$ cat config.mk
export PLATFORM = sky130hd
export DESIGN_NAME = seg_window_pc
export DESIGN_NICKNAME = d
export VERILOG_FILES = /design/src/rtl/swpc_pkg.sv /design/src/rtl/swpc_ctrl.sv /design/src/rtl/swpc_base.sv /design/src/rtl/swpc_step.sv /design/src/rtl/swpc_addgen.sv /design/src/rtl/swpc_fault.sv /design/src/rtl/seg_window_pc.sv
export SDC_FILE = /design/constraint.sdc
export NUM_CORES = 1
export LEC_CHECK = 0
export BUFFER_PORTS_ARGS = -buffer_cell sky130_fd_sc_hd__buf_2
export CAP_MARGIN = 15
export CORE_MARGIN = 8
export CORE_UTILIZATION = 37
export DETAILED_ROUTE_END_ITERATION = 8
export GPL_ROUTABILITY_DRIVEN = 0
export HOLD_SLACK_MARGIN = 0.15
export SLEW_MARGIN = 25
export SYNTH_ARGS = -nofsm -noshare
export SYNTH_HDL_FRONTEND = slang
export SYNTH_SLANG_ARGS = --single-unit
export TNS_END_PERCENT = 100
$ cat constraint.sdc
create_clock -name clk -period 2.6 [get_ports clk]
set_clock_uncertainty 0.2 [all_clocks]
set_input_delay 0.13 -clock clk [delete_from_list [all_inputs] [get_ports clk]]
set_output_delay 0.13 -clock clk [all_outputs]
set_load 0.02 [all_outputs]
$ cat src/rtl/swpc_pkg.sv
package swpc_pkg;

   // Action chosen by the control unit for the coming clock edge
   typedef enum logic [1:0] {
      ACT_HOLD   = 2'd0,
      ACT_STEP   = 2'd1,
      ACT_BRANCH = 2'd2,
      ACT_TRAP   = 2'd3
   } swpc_act_e;

   // Adder implementations available to the address generator
   localparam int unsigned ADD_FLAT  = 0;
   localparam int unsigned ADD_SPLIT = 1;

   localparam int unsigned DEF_ADDR_W = 16;
   localparam int unsigned DEF_STEP_W = 7;

endpackage

$ cat src/rtl/swpc_ctrl.sv
module swpc_ctrl
   import swpc_pkg::*;
#(
   parameter int unsigned ADDR_W = DEF_ADDR_W
) (
   input  logic              fetch_adv,
   input  logic              br_taken,
   input  logic [ADDR_W-1:0] br_target,
   input  logic              step_at_top,
   input  logic [ADDR_W-1:0] reset_vec,
   output swpc_act_e         act,
   output logic              base_load,
   output logic [ADDR_W-1:0] base_val,
   output logic              step_clr,
   output logic              step_inc,
   output logic              trap
);

   // Priority: branch, then trap, then step, then hold
   always_comb begin
      if (br_taken)          act = ACT_BRANCH;
      else if (step_at_top)  act = ACT_TRAP;
      else if (fetch_adv)    act = ACT_STEP;
      else                   act = ACT_HOLD;
   end

   always_comb begin
      base_load = 1'b0;
      base_val  = br_target;
      step_clr  = 1'b0;
      step_inc  = 1'b0;
      trap      = 1'b0;
      unique case (act)
         ACT_BRANCH: begin
            base_load = 1'b1;
            base_val  = br_target;
            step_clr  = 1'b1;
         end
         ACT_TRAP: begin
            base_load = 1'b1;
            base_val  = reset_vec;
            step_clr  = 1'b1;
            trap      = 1'b1;
         end
         ACT_STEP: begin
            step_inc  = 1'b1;
         end
         default: begin
            base_load = 1'b0;
         end
      endcase
   end

   // a branch on the top step value never produces a trap
   always_comb begin
      if (br_taken) begin
         AST_BRANCH_BEATS_TRAP: assert (!trap);
      end
   end

endmodule

$ cat src/rtl/swpc_base.sv
module swpc_base #(
   parameter int unsigned       ADDR_W    = 16,
   parameter logic [ADDR_W-1:0] RESET_VEC = '0
) (
   input  logic              clk,
   input  logic              rst_n,
   input  logic              load,
   input  logic [ADDR_W-1:0] load_val,
   output logic [ADDR_W-1:0] base
);

   always_ff @(posedge clk or negedge rst_n) begin
      if (!rst_n)     base <= RESET_VEC;
      else if (load)  base <= load_val;
   end

   AST_BASE_KEEPS: assert property (@(posedge clk) disable iff (!rst_n)
      !load |=> $stable(base));

endmodule

$ cat src/rtl/swpc_step.sv
module swpc_step #(
   parameter int unsigned STEP_W = 7
) (
   input  logic              clk,
   input  logic              rst_n,
   input  logic              clr,
   input  logic              inc,
   output logic [STEP_W-1:0] step,
   output logic              at_top
);

   localparam logic [STEP_W-1:0] STEP_TOP = {STEP_W{1'b1}};
   localparam logic [STEP_W-1:0] STEP_ONE = {{(STEP_W-1){1'b0}}, 1'b1};

   always_ff @(posedge clk or negedge rst_n) begin
      if (!rst_n)      step <= '0;
      else if (clr)    step <= '0;
      else if (inc)    step <= step + STEP_ONE;
   end

   assign at_top = (step == STEP_TOP);

   // the counter is never allowed to roll over from its top value
   AST_NO_ROLLOVER: assert property (@(posedge clk) disable iff (!rst_n)
      (at_top && !clr) |=> at_top);

   AST_STEP_CLEARS: assert property (@(posedge clk) disable iff (!rst_n)
      clr |=> (step == '0));

endmodule

$ cat src/rtl/swpc_addgen.sv
module swpc_addgen
   import swpc_pkg::*;
#(
   parameter int unsigned ADDR_W   = DEF_ADDR_W,
   parameter int unsigned STEP_W   = DEF_STEP_W,
   parameter int unsigned ADD_KIND = ADD_SPLIT
) (
   input  logic [ADDR_W-1:0] base,
   input  logic [STEP_W-1:0] step,
   output logic [ADDR_W-1:0] addr
);

   localparam int unsigned HI_W = ADDR_W - STEP_W;

   generate
      if (ADD_KIND == ADD_FLAT) begin : g_flat
         // Single full-width adder; carry out of the top bit is dropped
         logic [ADDR_W-1:0] step_ext;
         assign step_ext = {{HI_W{1'b0}}, step};
         assign addr     = base + step_ext;
      end else begin : g_split
         // Narrow adder on the low slice plus an incrementer on the upper slice
         logic [STEP_W:0]   lo_sum;
         logic [HI_W-1:0]   hi_base;
         logic [HI_W-1:0]   hi_inc;
         logic [HI_W-1:0]   hi_one;
         assign lo_sum  = {1'b0, base[STEP_W-1:0]} + {1'b0, step};
         assign hi_base = base[ADDR_W-1:STEP_W];
         assign hi_one  = {{(HI_W-1){1'b0}}, 1'b1};
         assign hi_inc  = hi_base + hi_one;
         assign addr    = {(lo_sum[STEP_W] ? hi_inc : hi_base), lo_sum[STEP_W-1:0]};
      end
   endgenerate

   // with a zero step the address is exactly the base
   always_comb begin
      if (step == '0) begin
         AST_ZERO_STEP_ADDR: assert (addr == base);
      end
   end

endmodule

$ cat src/rtl/swpc_fault.sv
module swpc_fault (
   input  logic clk,
   input  logic rst_n,
   input  logic trap,
   output logic fault_rst,
   output logic fault_seen
);

   always_ff @(posedge clk or negedge rst_n) begin
      if (!rst_n) begin
         fault_rst  <= 1'b0;
         fault_seen <= 1'b0;
      end else begin
         fault_rst  <= trap;
         if (trap) fault_seen <= 1'b1;
      end
   end

   AST_PULSE_SINGLE: assert property (@(posedge clk) disable iff (!rst_n)
      fault_rst |=> !fault_rst);

   AST_SEEN_STICKY: assert property (@(posedge clk) disable iff (!rst_n)
      fault_seen |=> fault_seen);

   AST_SEEN_WITH_PULSE: assert property (@(posedge clk) disable iff (!rst_n)
      fault_rst |-> fault_seen);

endmodule

$ cat src/rtl/seg_window_pc.sv
module seg_window_pc
   import swpc_pkg::*;
#(
   parameter int unsigned       ADDR_W    = DEF_ADDR_W,
   parameter int unsigned       STEP_W    = DEF_STEP_W,
   parameter int unsigned       ADD_KIND  = ADD_SPLIT,
   parameter logic [ADDR_W-1:0] RESET_VEC = '0
) (
   input  logic              clk,
   input  logic              rst_n,
   input  logic              fetch_adv,
   input  logic              br_taken,
   input  logic [ADDR_W-1:0] br_target,
   output logic [ADDR_W-1:0] fetch_addr,
   output logic              fault_rst,
   output logic              fault_seen
);

   // Elaboration-time parameter checks
   generate
      if (STEP_W < 2) begin : g_chk_step_min
         $error("seg_window_pc: STEP_W must be at least 2");
      end
      if (STEP_W >= ADDR_W) begin : g_chk_step_max
         $error("seg_window_pc: STEP_W must be narrower than ADDR_W");
      end
      if (ADD_KIND != ADD_FLAT && ADD_KIND != ADD_SPLIT) begin : g_chk_kind
         $error("seg_window_pc: unknown ADD_KIND");
      end
   endgenerate

   logic [ADDR_W-1:0] base;
   logic [STEP_W-1:0] step;
   logic              step_at_top;
   swpc_act_e         act;
   logic              base_load;
   logic [ADDR_W-1:0] base_val;
   logic              step_clr;
   logic              step_inc;
   logic              trap;

   swpc_ctrl #(
      .ADDR_W      (ADDR_W)
   ) u_ctrl (
      .fetch_adv   (fetch_adv),
      .br_taken    (br_taken),
      .br_target   (br_target),
      .step_at_top (step_at_top),
      .reset_vec   (RESET_VEC),
      .act         (act),
      .base_load   (base_load),
      .base_val    (base_val),
      .step_clr    (step_clr),
      .step_inc    (step_inc),
      .trap        (trap)
   );

   swpc_base #(
      .ADDR_W    (ADDR_W),
      .RESET_VEC (RESET_VEC)
   ) u_base (
      .clk       (clk),
      .rst_n     (rst_n),
      .load      (base_load),
      .load_val  (base_val),
      .base      (base)
   );

   swpc_step #(
      .STEP_W (STEP_W)
   ) u_step (
      .clk    (clk),
      .rst_n  (rst_n),
      .clr    (step_clr),
      .inc    (step_inc),
      .step   (step),
      .at_top (step_at_top)
   );

   swpc_addgen #(
      .ADDR_W   (ADDR_W),
      .STEP_W   (STEP_W),
      .ADD_KIND (ADD_KIND)
   ) u_addgen (
      .base     (base),
      .step     (step),
      .addr     (fetch_addr)
   );

   swpc_fault u_fault (
      .clk        (clk),
      .rst_n      (rst_n),
      .trap       (trap),
      .fault_rst  (fault_rst),
      .fault_seen (fault_seen)
   );

   AST_RESET_ADDR: assert property (@(posedge clk) disable iff (!rst_n)
      $rose(rst_n) |-> (fetch_addr == RESET_VEC && !fault_rst));

   AST_BRANCH_LOADS: assert property (@(posedge clk) disable iff (!rst_n)
      br_taken |=> (fetch_addr == $past(br_target) && !fault_rst));

   AST_ADVANCE_ONE: assert property (@(posedge clk) disable iff (!rst_n)
      (fetch_adv && !br_taken && !step_at_top)
         |=> (fetch_addr == ADDR_W'($past(fetch_addr) + 1'b1)));

   AST_IDLE_HOLDS: assert property (@(posedge clk) disable iff (!rst_n)
      (!fetch_adv && !br_taken && !step_at_top) |=> $stable(fetch_addr));

   AST_TRAP_ON_TOP: assert property (@(posedge clk) disable iff (!rst_n)
      (step_at_top && !br_taken) |=> (fault_rst && fetch_addr == RESET_VEC));

   AST_NO_TRAP_ON_BRANCH: assert property (@(posedge clk) disable iff (!rst_n)
      br_taken |=> !fault_rst);

endmodule

==> impl_metrics.ini, run 1 <==
[run_status]
status = finished clean

[power]
internal_power_mw = 0.631
peakVddDrop_mv = 0.174
swShare = 0.313
leakage_nw = 0.982
finalPower_mw = 0.917
combPwrFrac = 0.262
power.density_nw_per_um2 = 442
clkPwrFrac = 0.255
switchingPower_mw = 0.287
seqPwrFrac = 0.484

[place]
io_buffer_count = 37
dpl-instance-area_sq_um = 1730
dp_hpwl_um = 2480
preCtsSetupSlack_ns = 0.219
place_inst = 248

[timing]
setup_ws_ns = 0.0998
holdWs_ns = 0.168
setup-violations-final = 0
period_needed_ns = 2.50
setup_tns_ns = 0
post-route-period-util = 0.962
slew_headroom = 0.590
max_freq_mhz = 400
worstMarginPinSlew_ns = 0.615
timing.final.max_slew_violations = 0
hold_viol_final = 0

[clocking]
cts_tree = yes
cts_made_buffers = 3
htree_levels = 1
clk_pin_slew_worst_paths_ns = 0.09
cts_buffer_depth = 2
cts_root_buf = clkbuf_8
cts.sinks = 25
clock_latency_ns = 0.27

[setup_path]
cp-start-kind = flop
cp.buffers_inverters = 1
worst_setup_path_end_kind = output port
crit_chain = ha_1 > a21o_1 > a31oi_4 > mux2_2 > buf_2
cpMaxStageDelayCell = dfrtp_1
crit_fanout = 5
ff2ff_setup_slack_ns = 0.48
critPathArrivalTime_ns = 2.17
crit_type = flop to output port
max_stage_delay_ns = 0.44
crit_required_ns = 2.27
timing.critical_path.max_delay_family = compound AO/OA/AOI/OAI gates

[synth]
yosysSeqAreaShare = 0.415
synth_cell_type_count = 34
synth-seq-cells = 25
synthFlopType = dfrtp_1
avgSynthCellArea_sq_um = 9.02
synth.area.top_cells = dfrtp_1, nand2_1, ha_1
yosysTopAreaCell = dfrtp_1
synth_nets = 197
syn_area_sq_um = 1510
synthArstFlopShare = 1.00
synth_edf_count = 0
synth_top_area_frac = 0.415
syn_inst = 167
yosysWarnings = 0

[finish]
drive_gt1_frac = 0.284
area_growth_pct = 37.8
fin_nets = 256
fin_util = 0.523
fin_area_sq_um = 2080
final_cells = 275
insertedDiodeCount = 0

[die]
die_y_um = 79.8
boundaryPins = 38
chipWidth_um = 79.8
start_util = 0.379
rows = 23
fp.coreArea_sq_um = 3970
die-area_sq_um = 6370

[global_routing]
grt_pass1_wl_um = 5960
grt.total_usage = 0.115
met1_usage = 0.136
antenna_found_initial = 0
top_usage_layer = met2
grt_pass1_vias = 1317
grt-ovfl-total = 0
grt_start_max_net_pins = 41
grt_use_met2 = 0.196
gr-usage-met3 = 0.0270

[routing]
detail-route-antenna-nets = 0
drtIter0Drc = 59
dr.pass1.iters = 4
wl_per_cell_um = 13.4
avgViaCountPerCell = 4.85
routed_wl_um = 3680
drc = 0
vias = 1334

[flow_run]
drv_cap = 0

[hold_path]
min_path_type = input port to flop
## final cells by class
cell class	count	area (sq um)
clock buffer	3	41.3
clock inverter	1	7.51
fill	362	1900
inverter	6	22.5
multi-input combinational	130	913
sequential	25	626
tap	50	62.6
timing repair buffer	60	403
## path summary, 6_finish.rpt
kind | startpoint | endpoint | cells after the start
max in group asynchronous | rst_n | u_base.base[2] | 2
worst max register to register | u_step.step[0] | u_base.base[15] | 8
min in group asynchronous | rst_n | u_base.base[9] | 2
worst min-delay path | br_taken | u_step.step[2] | 2
worst min register to register | u_fault.fault_seen | u_fault.fault_seen | 1
worst max-delay path | u_step.step[6] | fetch_addr[8] | 5
## per-layer routing
| metal | routed length, um | part of all wire |
|---|---|---|
| met1 | 1630 | 0.44 |
| met2 | 1800 | 0.49 |
| met4 | 47 | 0.013 |
| met3 | 200 | 0.054 |
| met5 | 0 | 0 |
## flip-flops by register name (all words and copies together), names as in the netlist
register	flops
u_fault.fault_rst	1
u_base.base	16
u_step.step	7
u_fault.fault_seen	1
## logic make-up after synthesis
group / after synthesis / share of synthesized area
muxes: 3 / 0.0208
AOI/OAI and AO/OA: 29 / 0.129
and+or+nand+nor: 71 / 0.218
buffers and inverters: 13 / 0.0357
adders and majority gates: 10 / 0.0880
DFF: 25 / 0.415
xor gates and xnor gates: 16 / 0.0930
## cell usage after synthesis (2+ instances only)
| library cell | count |
|---|---|
| a21o_1 | 2 |
| nor3_1 | 9 |
| ha_1 | 9 |
| nor2b_1 | 2 |
| nand2b_1 | 2 |
| a21oi_1 | 3 |
| clkbuf_1 | 5 |
| and3_1 | 2 |
| nand4_1 | 2 |
| nor2_1 | 7 |
| o21ai_0 | 17 |
| nor3_2 | 2 |
| nand3_1 | 4 |
| xor2_1 | 10 |
| nand2_1 | 37 |
| xnor2_1 | 6 |
| dfrtp_1 | 25 |
| mux2i_1 | 2 |
| inv_1 | 6 |
## cell usage in the layout, fill, tap and decap left out, types with 2 or more instances in the layout
cell type and count:
a21o_1 2, a21oi_1 2, a31oi_4 2, and3_1 2, buf_2 37, buf_4 5
clkbuf_8 3, dfrtp_1 25, dlygate4sd3_1 18, ha_1 5, ha_4 3, inv_1 6
mux2i_1 2, nand2_1 37, nand2b_1 2, nand3_1 4, nand4_1 2, nor2_1 7
nor2b_1 2, nor3_1 7, nor3_2 4, o21ai_0 16, xnor2_1 6, xor2_1 10
## power groups by stage
stage	Sequential, mW	Combinational [mW]	Clock [mW]
after floorplan	0.443	0.134	0
after CTS	0.440	0.227	0.250
after global placement	0.448	0.200	0
after detailed placement	0.449	0.201	0
after global routing	0.448	0.268	0.265
final	0.444	0.240	0.234
## timing repair
action | CTS | global route
buffers inserted | 2 | 2
hold buffers | 18 | 0
endpoints found under the setup margin | 2 | 9
endpoints found under the hold margin | 46 | 0
gates cloned | 0 | 1
pin swaps | 2 | 6
resized for setup | 1 | 12
Note: power is estimated with default switching activity, not from simulation.
==> run 2, diff against run 1 <==
==> constraint.sdc (replaced) <==
create_clock -name clk -period 3.1 [get_ports clk]
set_clock_uncertainty 0.2 [all_clocks]
set_input_delay 0.155 -clock clk [delete_from_list [all_inputs] [get_ports clk]]
set_output_delay 0.155 -clock clk [all_outputs]
set_load 0.02 [all_outputs]
==> run 2 against run 1 <==
  * Final cell count is 2.2% lower
  * Via count decreased by 5.4%
  * Sequential share of layout area is 2.0 points higher
  * Largest cell class unchanged
  * Largest power group unchanged
==> impl_metrics.ini, run 2 (same netlist as run 1, synthesis figures left out) <==
[routing]
dr.pass1.iters = 4
drtIter0Drc = 55
wl_per_cell_um = 13.0
drc = 0
vias = 1262
detail-route-antenna-nets = 0
routed_wl_um = 3490
avgViaCountPerCell = 4.69

[place]
place_inst = 247
dp_hpwl_um = 2440
preCtsSetupSlack_ns = 0.716
dpl-instance-area_sq_um = 1720
io_buffer_count = 37

[global_routing]
grt_start_max_net_pins = 41
antenna_found_initial = 0
grt-ovfl-total = 0
grt_pass1_vias = 1311
grt_pass1_wl_um = 6070
grt.total_usage = 0.116

[clocking]
clock_latency_ns = 0.26
cts_root_buf = clkbuf_8
htree_levels = 1
clk_pin_slew_worst_paths_ns = 0.09
cts_made_buffers = 3
post_cts_resized = 0
cts_hold_buffers = 18
cts.sinks = 25
cts_tree = yes
cts_setup_buffers = 0
cts_buffer_depth = 2

[finish]
layout_common_cells = nand2_1, buf_2, dfrtp_1
insertedDiodeCount = 0
reg_top3 = u_base.base x16, u_step.step x7
fin_nets = 250
fin_area_sq_um = 1950
nFillCells = 384
largest_register_ffs = 16
drive_gt1_frac = 0.224
multi_input_area_sq_um = 827
fin_util = 0.491
area_growth_pct = 29.3
regMostFlops = u_base.base
seq_area_sq_um = 626
final_cells = 269

[hold_path]
min_path_type = input port to flop

[die]
rows = 23
chipWidth_um = 79.8
die_y_um = 79.8
start_util = 0.379
boundaryPins = 38
fp.coreArea_sq_um = 3970
die-area_sq_um = 6370

[timing]
timing.final.max_slew_violations = 0
setup-violations-final = 0
setup_ws_ns = 0.382
holdWs_ns = 0.204
period_needed_ns = 2.72
hold_viol_final = 0
setup_tns_ns = 0
worstMarginPinSlew_ns = 0.619
post-route-period-util = 0.877
rsz0062_at_grt = false
slew_headroom = 0.588
max_freq_mhz = 368

[power]
peakVddDrop_mv = 0.196
clkPwrFrac = 0.254
switchingPower_mw = 0.225
seqPwrFrac = 0.498
combPwrFrac = 0.249
internal_power_mw = 0.520
finalPower_mw = 0.744
leakage_nw = 0.960
swShare = 0.302
power.density_nw_per_um2 = 382

[setup_path]
crit_required_ns = 2.74
crit_type = flop to output port
worst_setup_path_end_kind = output port
critPathArrivalTime_ns = 2.36
cp-start-kind = flop
crit_fanout = 4

[run_status]
status = finished clean

[flow_run]
drv_cap = 0
-- run 2: layer usage --
layer / GRT usage / routed length [um] / vias up
li1: - / - / 666
met4: 0.0327 / 17 / 0
met2: 0.197 / 1650 / 23
met3: 0.0225 / 182 / 2
met5: 0 / 0 / -
met1: 0.145 / 1640 / 571
-- run 2: worst paths after layout --
| check | to | slack (ns) | from | cells after the start |
|---|---|---|---|---|
| hold / removal | u_step.step[2] | 0.20 | br_taken | 2 |
| min in group asynchronous | u_base.base[2] | 0.21 | rst_n | 2 |
| max in group asynchronous | u_step.step[5] | 2.12 | rst_n | 2 |
| setup reg to reg | u_fault.fault_seen | 1.06 | u_step.step[0] | 6 |
| setup / recovery | fetch_addr[6] | 0.38 | u_step.step[0] | 9 |
| hold reg to reg | u_fault.fault_seen | 0.27 | u_fault.fault_seen | 1 |
-- run 2: final cells by class --
type	count	share of cell area
multi-input cells	129	0.425
repair buffers	55	0.188
flip-flops and latches	25	0.321
inverters	6	0.0116
clock buffers	4	0.0231
well taps	50	0.0321
-- run 2: critical path: stages (launching register included) --
cell and delay (ns):
dfrtp_1 0.42, ha_1 0.23, inv_1 0.07, fa_1 0.40, nor2b_1 0.13, o21ai_0 0.10, a21boi_0 0.33, mux2i_1 0.23
nand2_1 0.06, buf_2 0.16
-- run 2: power groups by stage --
stage / clock, mW / sequential (mW) / combinational (mW)
final: 0.189 / 0.370 / 0.185
after global routing: 0.210 / 0.374 / 0.208
after CTS: 0.195 / 0.370 / 0.187
after detailed placement: 0 / 0.377 / 0.168
after global placement: 0 / 0.376 / 0.168
after floorplan: 0 / 0.372 / 0.113
